===== src/rtl/irq_resp_pkg.sv =====
package irq_resp_pkg;

    typedef enum logic [1:0] {
        S_IDLE = 2'd0,
        S_ARB  = 2'd1,
        S_SEND = 2'd2,
        S_DONE = 2'd3
    } resp_state_e;

endpackage


===== src/rtl/irq_pend_bank.sv =====
module irq_pend_bank #(
    parameter int          NUM_SRC = 6,
    parameter int          LVL_W   = 3,
    parameter logic [NUM_SRC-1:0] CAN_IRQ = '1
) (
    input  logic                     clk,
    input  logic                     rst_n,
    input  logic [NUM_SRC-1:0]       set_req,
    input  logic [NUM_SRC*LVL_W-1:0] src_level,
    input  logic [NUM_SRC-1:0]       clr,
    output logic [NUM_SRC-1:0]       pend
);

    genvar gi;
    generate
        for (gi = 0; gi < NUM_SRC; gi++) begin : g_src
            if (CAN_IRQ[gi]) begin : g_cap
                logic take;
                assign take = set_req[gi] && (src_level[gi*LVL_W +: LVL_W] != '0);

                always_ff @(posedge clk) begin
                    if (!rst_n)        pend[gi] <= 1'b0;
                    else if (take)     pend[gi] <= 1'b1;
                    else if (clr[gi])  pend[gi] <= 1'b0;
                end

                // a clear without a simultaneous accepted request drops the flag
                p_clear_drops_r8: assert property (@(posedge clk) disable iff (!rst_n)
                    (clr[gi] && !take) |=> !pend[gi]);
                // a request at level 0 never raises the flag
                p_lvl0_drop_r3: assert property (@(posedge clk) disable iff (!rst_n)
                    (!pend[gi] && set_req[gi] && src_level[gi*LVL_W +: LVL_W] == '0) |=> !pend[gi]);
            end else begin : g_nocap
                assign pend[gi] = 1'b0;
            end
        end
    endgenerate

endmodule


===== src/rtl/irq_level_max.sv =====
module irq_level_max #(
    parameter int NUM_SRC = 6,
    parameter int LVL_W   = 3
) (
    input  logic [NUM_SRC-1:0]       live,
    input  logic [NUM_SRC*LVL_W-1:0] src_level,
    output logic [LVL_W-1:0]         lvl_max
);

    always_comb begin
        lvl_max = '0;
        for (int i = 0; i < NUM_SRC; i++) begin
            if (live[i] && (src_level[i*LVL_W +: LVL_W] > lvl_max))
                lvl_max = src_level[i*LVL_W +: LVL_W];
        end
    end

endmodule


===== src/rtl/irq_chain_pick.sv =====
module irq_chain_pick #(
    parameter int NUM_SRC = 6,
    localparam int IDX_W  = (NUM_SRC > 1) ? $clog2(NUM_SRC) : 1
) (
    input  logic               clk,
    input  logic               rst_n,
    input  logic [NUM_SRC-1:0] cand,
    output logic               found,
    output logic [IDX_W-1:0]   idx
);

    // Walk from the tail to the head so the head-most candidate is kept last.
    always_comb begin
        found = 1'b0;
        idx   = '0;
        for (int i = NUM_SRC - 1; i >= 0; i--) begin
            if (cand[i]) begin
                found = 1'b1;
                idx   = IDX_W'(i);
            end
        end
    end

    // the chosen source is a candidate
    p_pick_hit_r7: assert property (@(posedge clk) disable iff (!rst_n)
        found |-> cand[idx]);
    // no candidate sits ahead of the chosen one in the chain
    p_pick_head_r7: assert property (@(posedge clk) disable iff (!rst_n)
        found |-> ((cand & ((NUM_SRC'(1) << idx) - NUM_SRC'(1))) == '0));

endmodule


===== src/rtl/irq_level_responder.sv =====
module irq_level_responder
    import irq_resp_pkg::*;
#(
    parameter int                 NUM_SRC  = 6,
    parameter int                 LVL_W    = 3,
    parameter int                 VEC_W    = 8,
    parameter logic [VEC_W-1:0]   VEC_BASE = 8'h40,
    parameter logic [NUM_SRC-1:0] CAN_IRQ  = 6'b111101
) (
    input  logic                     clk,
    input  logic                     rst_n,
    input  logic [NUM_SRC-1:0]       src_req,
    input  logic [NUM_SRC*LVL_W-1:0] src_level,
    input  logic                     ack_valid,
    input  logic [LVL_W-1:0]         ack_level,
    input  logic                     grant,
    output logic [LVL_W-1:0]         req_level,
    output logic                     vec_valid,
    output logic [VEC_W-1:0]         vec_out
);

    localparam int IDX_W = (NUM_SRC > 1) ? $clog2(NUM_SRC) : 1;

    resp_state_e        state_q, state_d;
    logic [NUM_SRC-1:0] pend, lvl_on, live, at_ack, cand_q, clr;
    logic [IDX_W-1:0]   pick_idx, win_idx_q;
    logic               pick_found, match;

    irq_pend_bank #(.NUM_SRC(NUM_SRC), .LVL_W(LVL_W), .CAN_IRQ(CAN_IRQ)) u_pend (
        .clk(clk), .rst_n(rst_n), .set_req(src_req), .src_level(src_level),
        .clr(clr), .pend(pend)
    );

    genvar gi;
    generate
        for (gi = 0; gi < NUM_SRC; gi++) begin : g_lvl
            assign lvl_on[gi] = (src_level[gi*LVL_W +: LVL_W] != '0);
            assign at_ack[gi] = (src_level[gi*LVL_W +: LVL_W] == ack_level);
        end
    endgenerate

    assign live = pend & lvl_on;

    irq_level_max #(.NUM_SRC(NUM_SRC), .LVL_W(LVL_W)) u_lmax (
        .live(live), .src_level(src_level), .lvl_max(req_level)
    );

    irq_chain_pick #(.NUM_SRC(NUM_SRC)) u_pick (
        .clk(clk), .rst_n(rst_n), .cand(cand_q), .found(pick_found), .idx(pick_idx)
    );

    assign match = ack_valid && (ack_level == req_level) && (req_level != '0);

    // Next-state logic
    always_comb begin
        state_d = state_q;
        unique case (state_q)
            S_IDLE: if (ack_valid) state_d = match ? S_ARB : S_DONE;
            S_ARB: begin
                if (!ack_valid)     state_d = S_IDLE;
                else if (grant)     state_d = pick_found ? S_SEND : S_DONE;
            end
            S_SEND: state_d = ack_valid ? S_DONE : S_IDLE;
            S_DONE: if (!ack_valid) state_d = S_IDLE;
        endcase
    end

    // State register plus the data captured on transitions
    always_ff @(posedge clk) begin
        if (!rst_n) begin
            state_q   <= S_IDLE;
            cand_q    <= '0;
            win_idx_q <= '0;
        end else begin
            state_q <= state_d;
            if (state_q == S_IDLE && match)
                cand_q <= live & at_ack;
            if (state_q == S_ARB && state_d == S_SEND)
                win_idx_q <= pick_idx;
        end
    end

    // Outputs decoded from state
    always_comb begin
        vec_valid = 1'b0;
        vec_out   = '0;
        clr       = '0;
        unique case (state_q)
            S_SEND: begin
                vec_valid = 1'b1;
                vec_out   = VEC_BASE + VEC_W'(win_idx_q);
                clr       = NUM_SRC'(1) << win_idx_q;
            end
            S_IDLE, S_ARB, S_DONE: ;
        endcase
    end

    // the vector lasts one cycle
    p_vec_one_cycle_r6: assert property (@(posedge clk) disable iff (!rst_n)
        vec_valid |=> !vec_valid);
    // a vector follows a grant sampled during an acknowledge
    p_vec_after_grant_r6: assert property (@(posedge clk) disable iff (!rst_n)
        $rose(vec_valid) |-> $past(grant && ack_valid));
    // the vector names a real source
    p_vec_range_r6: assert property (@(posedge clk) disable iff (!rst_n)
        vec_valid |-> (int'(vec_out) >= int'(VEC_BASE) &&
                       int'(vec_out) <  int'(VEC_BASE) + NUM_SRC));
    // a mismatched acknowledge yields no vector in the next two cycles
    p_no_vec_mismatch_r5: assert property (@(posedge clk) disable iff (!rst_n)
        (state_q == S_IDLE && ack_valid && ack_level != req_level) |=> !vec_valid ##1 !vec_valid);

endmodule


===== config.mk =====
export PLATFORM = sky130hd
export DESIGN_NAME = irq_level_responder
export DESIGN_NICKNAME = d
export VERILOG_FILES = /design/src/rtl/irq_resp_pkg.sv /design/src/rtl/irq_pend_bank.sv /design/src/rtl/irq_level_max.sv /design/src/rtl/irq_chain_pick.sv /design/src/rtl/irq_level_responder.sv
export SDC_FILE = /design/constraint.sdc
export NUM_CORES = 1
export LEC_CHECK = 0
export ABC_AREA = 1
export BUFFER_PORTS_ARGS = -buffer_cell sky130_fd_sc_hd__buf_2
export CORE_MARGIN = 1.5
export CORE_UTILIZATION = 53
export DETAILED_ROUTE_END_ITERATION = 12
export PLACE_DENSITY = 0.9
export SLEW_MARGIN = 20
export SYNTH_ARGS = -nofsm -noshare
export SYNTH_HDL_FRONTEND = slang
export SYNTH_SLANG_ARGS = --single-unit

===== constraint.sdc =====
create_clock -name clk -period 7.1 [get_ports clk]
set_input_delay 1.42 -clock clk [delete_from_list [all_inputs] [get_ports clk]]
set_output_delay 1.42 -clock clk [all_outputs]
set_load 0.02 [all_outputs]

Word level (Yosys, flattened, before mapping)
Cells that the tools add are included.
Word-level totals
  flip-flop bits (word level): 16
  output and inout port bits: 12
Operators by class
  bitwise logic cells: 2
  eq/ne operators: 11
  $lt $le $gt $ge: 6
  reduce and logical (&&, ||, !) cells: 28
  add/sub/neg operators: 1
  shift-type cells: 1
  muxes and demuxes: 39
Operator list (number)
  $mux 3: 12
  $eq 3x3->1: 7
  $reduce_bool 3->1: 7
  $mux 1: 18
  $gt 3x3->1: 5
  $logic_and 1x1->1: 15
  $and 6x6->6: 2
  $mux 2: 6
  $reduce_bool 2->1: 5
  $add 7x3->8 const A: 1
  $mux 8: 1
  $pmux 2 s4: 1
  $eq 2x2->1 const B: 3
  $mux 6: 1
  $shl 1x3->6 const A: 1
  $gt 3x1->1 const B: 1
  $eq 2x1->1 const B: 1
  $logic_not 2->1: 1

Logic depth before layout (Yosys ltp)
  word-level depth: 27
  depth in mapped cells: 38
  mapped depth without buffers: 38

Hierarchy
Synthesis repeated with hierarchy kept, for this count alone.
Unflattened totals
  cells, all modules: 325
  area, all modules: 1926.8 µm²
By module, submodules not included
  irq_level_responder: cells each 157, seq. area each 220.2 µm², area an instance 1003.5 µm², instances 1
  irq_level_max: cells each 110, seq. area each 0.0 µm², area an instance 598.1 µm², instances 1
  irq_pend_bank: cells each 43, seq. area each 100.1 µm², area an instance 252.7 µm², instances 1
  irq_chain_pick: cells each 15, seq. area each 0.0 µm², area an instance 72.6 µm², instances 1

Worst setup path after synthesis
OpenSTA, ideal clock, no wires.
  kind: input-to-output
  from: input port src_level[2]
  to: output port req_level[0]
  arrival: 5.154 ns
  required time: 5.680 ns
  path slack: 0.526 ns
  path buffers: 0
  stages on the path: 27
  cells stage by stage: nand2_1 ha_1 nand2_1 nand2_1 nor2_2 nor2_4 o21ai_0 ha_1 o21ai_0 nand3_1 nand3_2 nand2_2 o21ai_1 ha_1 o32ai_1 inv_2 nand2_4 nand2_4 nand2_2 nand2_1 ha_1 nand2_1 o21ai_0 nand3_4 inv_1 nand2_1 nand2_1
On the way
  cells in the longest elaborated chain, start to end: 19
Ends and longest elaborated chain
  start: declaration: RTL line irq_level_responder.sv:13  | input logic [NUM_SRC*LVL_W-1:0] src_level,
  parallel branches: the longest is 3 deep, another holds $gt 3x1->1
  $mux 3 *: RTL line irq_level_max.sv:13  | if (live[i] && (src_level[i*LVL_W +: LVL_W] > lvl_max))
  $gt 3x3->1: RTL line irq_level_max.sv:13
  $logic_and 1x1->1: RTL line irq_level_max.sv:13
  $mux 3 *: RTL line irq_level_max.sv:13
  $gt 3x3->1: RTL line irq_level_max.sv:13
  $logic_and 1x1->1: RTL line irq_level_max.sv:13
  $mux 3 *: RTL line irq_level_max.sv:13
  $gt 3x3->1: RTL line irq_level_max.sv:13
  $logic_and 1x1->1: RTL line irq_level_max.sv:13
  $mux 3 *: RTL line irq_level_max.sv:13
  $gt 3x3->1: RTL line irq_level_max.sv:13
  $logic_and 1x1->1: RTL line irq_level_max.sv:13
  $mux 3 *: RTL line irq_level_max.sv:13
  $gt 3x3->1: RTL line irq_level_max.sv:13
  $logic_and 1x1->1: RTL line irq_level_max.sv:13
  $mux 3 *: RTL line irq_level_max.sv:13
  end: declaration: RTL line irq_level_responder.sv:17  | output logic [LVL_W-1:0] req_level,
Mark *: on every way between the ends.

Worst setup path after layout
  from: input port src_level[0]
  to: output port req_level[2]
The elaborated chain is that of the path after synthesis.

==> results.yml <==
worst_setup_path:
  endpoint_kind: "primary output"
  crit_top_cell: "nand2_1"
  path_max_fanout: 5
  critPathLaunchType: "primary input"
  critical_path_arrival_ns: 5.49
  worst-path-buf-inv: 5
  critPathKind: "primary input to primary output"
  required_ns: 5.68
  critPathMaxStageDelay_ns: 0.31
  critPathTopFamily: "simple AND/OR/NAND/NOR gates"
  critPathSlowestCell: "ha_1"
drt:
  drc: 0
  vias_per_cell: 5.26
  vias: 1647
  firstDrtPassIters: 4
  drtIter0Drc: 55
  wl_met2_um: 1850
  wl_met1_um: 1660
  ant_nets: 0
  drt-total-wl_um: 3730
  routedWlPerCell_um: 11.9
  met3_length_um: 146
  top_layer: "met4"
logic_synthesis:
  synth_area_leaders: "dfxtp_1 (19%), nand2_1 (12%), inv_1 (6.5%)"
  synthDistinctLibCells: 35
  synth_edf_count: 0
  yosysTopAreaCell: "dfxtp_1"
  yosysSeqAreaShare: 0.185
  dominantRegCellSynth: "dfxtp_1"
  synth_top_area_share: 0.185
  synth-seq-cells: 15
  netlist_instances: 245
  synth_area_mm2: 0.00162
  yosysWarnings: 0
  synthArstFlopShare: 0
  synth.avg_cell_area_um2: 6.61
clocking:
  cts_tree: "done"
  clk_path_buf_depth: 2
  clk-insertion-delay-late_ns: 0.30
  cts_sinks: 15
  cts_root_buf: "clkbuf_4"
  clkTransAtPathRegs_ns: 0.09
  cts_htree_levels: 1
  cts_inserted_buffers: 3
grt:
  grt_pass1_wl_um: 6060
  overflow: 0
  grt_antenna_before_repair: 0
  grt_pass1_vias: 1442
  grt_usage: 0.230
  grt_max_degree: 10
timing:
  fin_worst_skew_ns: 0.00393
  fmax_mhz: 145
  slew_viol_final: 0
  finalHoldViolCount: 0
  final.setup.tns_ns: 0
  finalSetupViolations: 0
  period_share: 0.973
  final.min_clock_period_ns: 6.91
  worst_hold_slack_ns: 0.490
placed_design:
  gp_congestion: 0.876
  io_buffer_count: 34
  placed_area_mm2: 0.00179
  dp_hpwl_um: 2950
die:
  start_util: 0.572
  coreArea_mm2: 0.00283
  die_y_um: 58.3
  row_count: 19
  io_pins: 43
  die_x_um: 58.3
  die_area_mm2: 0.00340
final_layout:
  drive_above_1_share: 0.316
  final_area_mm2: 0.00190
  multi_input_area_mm2: 0.00120
  nets: 322
  area_growth_pct: 17.5
  seqCellArea_um2: 300
  antennaDiodeCount: 0
  fillers: 259
pwr:
  max-vdd-ir-drop_v: 0.000155
  power_density_mw_per_mm2: 155
  leakagePower_nw: 0.981
run_status:
  status: "complete, no violations"
hold_path:
  min_path_type: "flip-flop to flip-flop"
job:
  cap_violations: 0
-- metal layers --
metal | global-route usage | vias up
met5 | 0 | -
met4 | 0.0997 | 0
met3 | 0.0223 | 7
met2 | 0.398 | 37
met1 | 0.287 | 745
li1 | - | 858
-- cell usage in the layout, fill, tap and decap left out, drive strengths merged --
cell type / n
or2: 1
nand4: 2
nor4: 5
o31a: 1
nand2: 66
xor2: 12
o31ai: 1
buf: 39
xnor2: 3
nor3: 2
a21oi: 15
clkbuf: 4
inv: 34
ha: 8
nor2: 26
o32ai: 1
nand3b: 1
conb: 4
nand3: 26
dfxtp: 15
o21bai: 1
o41ai: 1
o21ai: 14
-- flip-flops by register name (all words and copies together), names as in the netlist --
signal / count
cand_q: 5
state_q: 2
u_pend.pend: 5
win_idx_q: 3
-- path summary, 6_finish.rpt --
check	from	end	slack (ns)	cells past startpoint
max	src_level[0]	req_level[2]	0.19	30
min	u_pend.pend[5]	u_pend.pend[5]	0.49	2
max reg2reg	u_pend.pend[0]	cand_q[5]	2.02	37
min reg2reg	u_pend.pend[5]	u_pend.pend[5]	0.49	2
-- cell usage after synthesis, types with 2 or more instances --
library cell and instances:
nor4_1 5, dfxtp_1 15, nand2_4 4, ha_1 8, o21ai_0 11, nand3_4 2
a21oi_4 2, nor2_1 22, inv_1 28, nor2_4 2, xor2_1 12, nor3_1 2
nand3_1 17, a21oi_1 12, nand2_1 53, nand2_2 9, nand4_1 2, clkbuf_1 3
inv_2 6, nand3_2 7, nor2_2 2, o21ai_2 2, xnor2_1 3, buf_4 5
-- area by class of cell --
class,count,area share
tap,31,0.0204
inverter,34,0.0671
clock buffer,4,0.0138
sequential,15,0.158
timing repair buffer,39,0.110
multi-input combinational,190,0.631
-- power breakdown --
| group | internal [mW] | switching (mW) |
|---|---|---|
| sequential | 0.0893 | 0.00472 |
| combinational | 0.0572 | 0.0905 |
| clock | 0.0219 | 0.0304 |
-- stage by stage --
| stage | utilization | cells | setup WS, ns | power, mW |
|---|---|---|---|---|
| CTS | 0.641 | 309 | 0.0188 | 0.278 |
| finish | 0.673 | 313 | 0.194 | 0.294 |
| detailed placement | 0.632 | 305 | -0.0567 | 0.228 |
| global route | 0.673 | 313 | -0.111 | 0.314 |
| global placement | 0.632 | 305 | 0.0179 | 0.225 |
| floorplan | - | 248 | 0.526 | 0.198 |
-- cell families (layout without fill, tap and decap cells) --
group / Yosys count / after routing / share of synthesized area
XOR/XNOR: 15 / 15 / 0.0811
buffers and inverters: 43 / 77 / 0.116
other: 1 / 4 / 0.00232
AO/OA/AOI/OAI: 34 / 34 / 0.136
AND/OR/NAND/NOR: 129 / 129 / 0.417
adder cells (fa/ha/maj): 8 / 8 / 0.0618
flip-flops: 15 / 15 / 0.185
-- worst reg2reg max path: cells and delay by family (launching register included) --
kind                     cells  cell delay (ns)
AO/OA/AOI/OAI                7             0.96
adder cells (fa/ha/maj)      4             1.19
buffers and inverters        4             0.34
flip-flops                   1             0.41
AND/OR/NAND/NOR             22             2.12
-- what timing repair did --
| item | 4_1_cts | 5_1_grt |
|---|---|---|
| buffers inserted | 0 | 4 |
| hold buffers | 0 | 0 |
| setup endpoints to repair | 3 | 3 |
| pin swaps | 0 | 2 |
| resized for setup | 1 | 14 |
| hold endpoints to repair | 0 | 0 |
(Power assumes the default switching activity.)
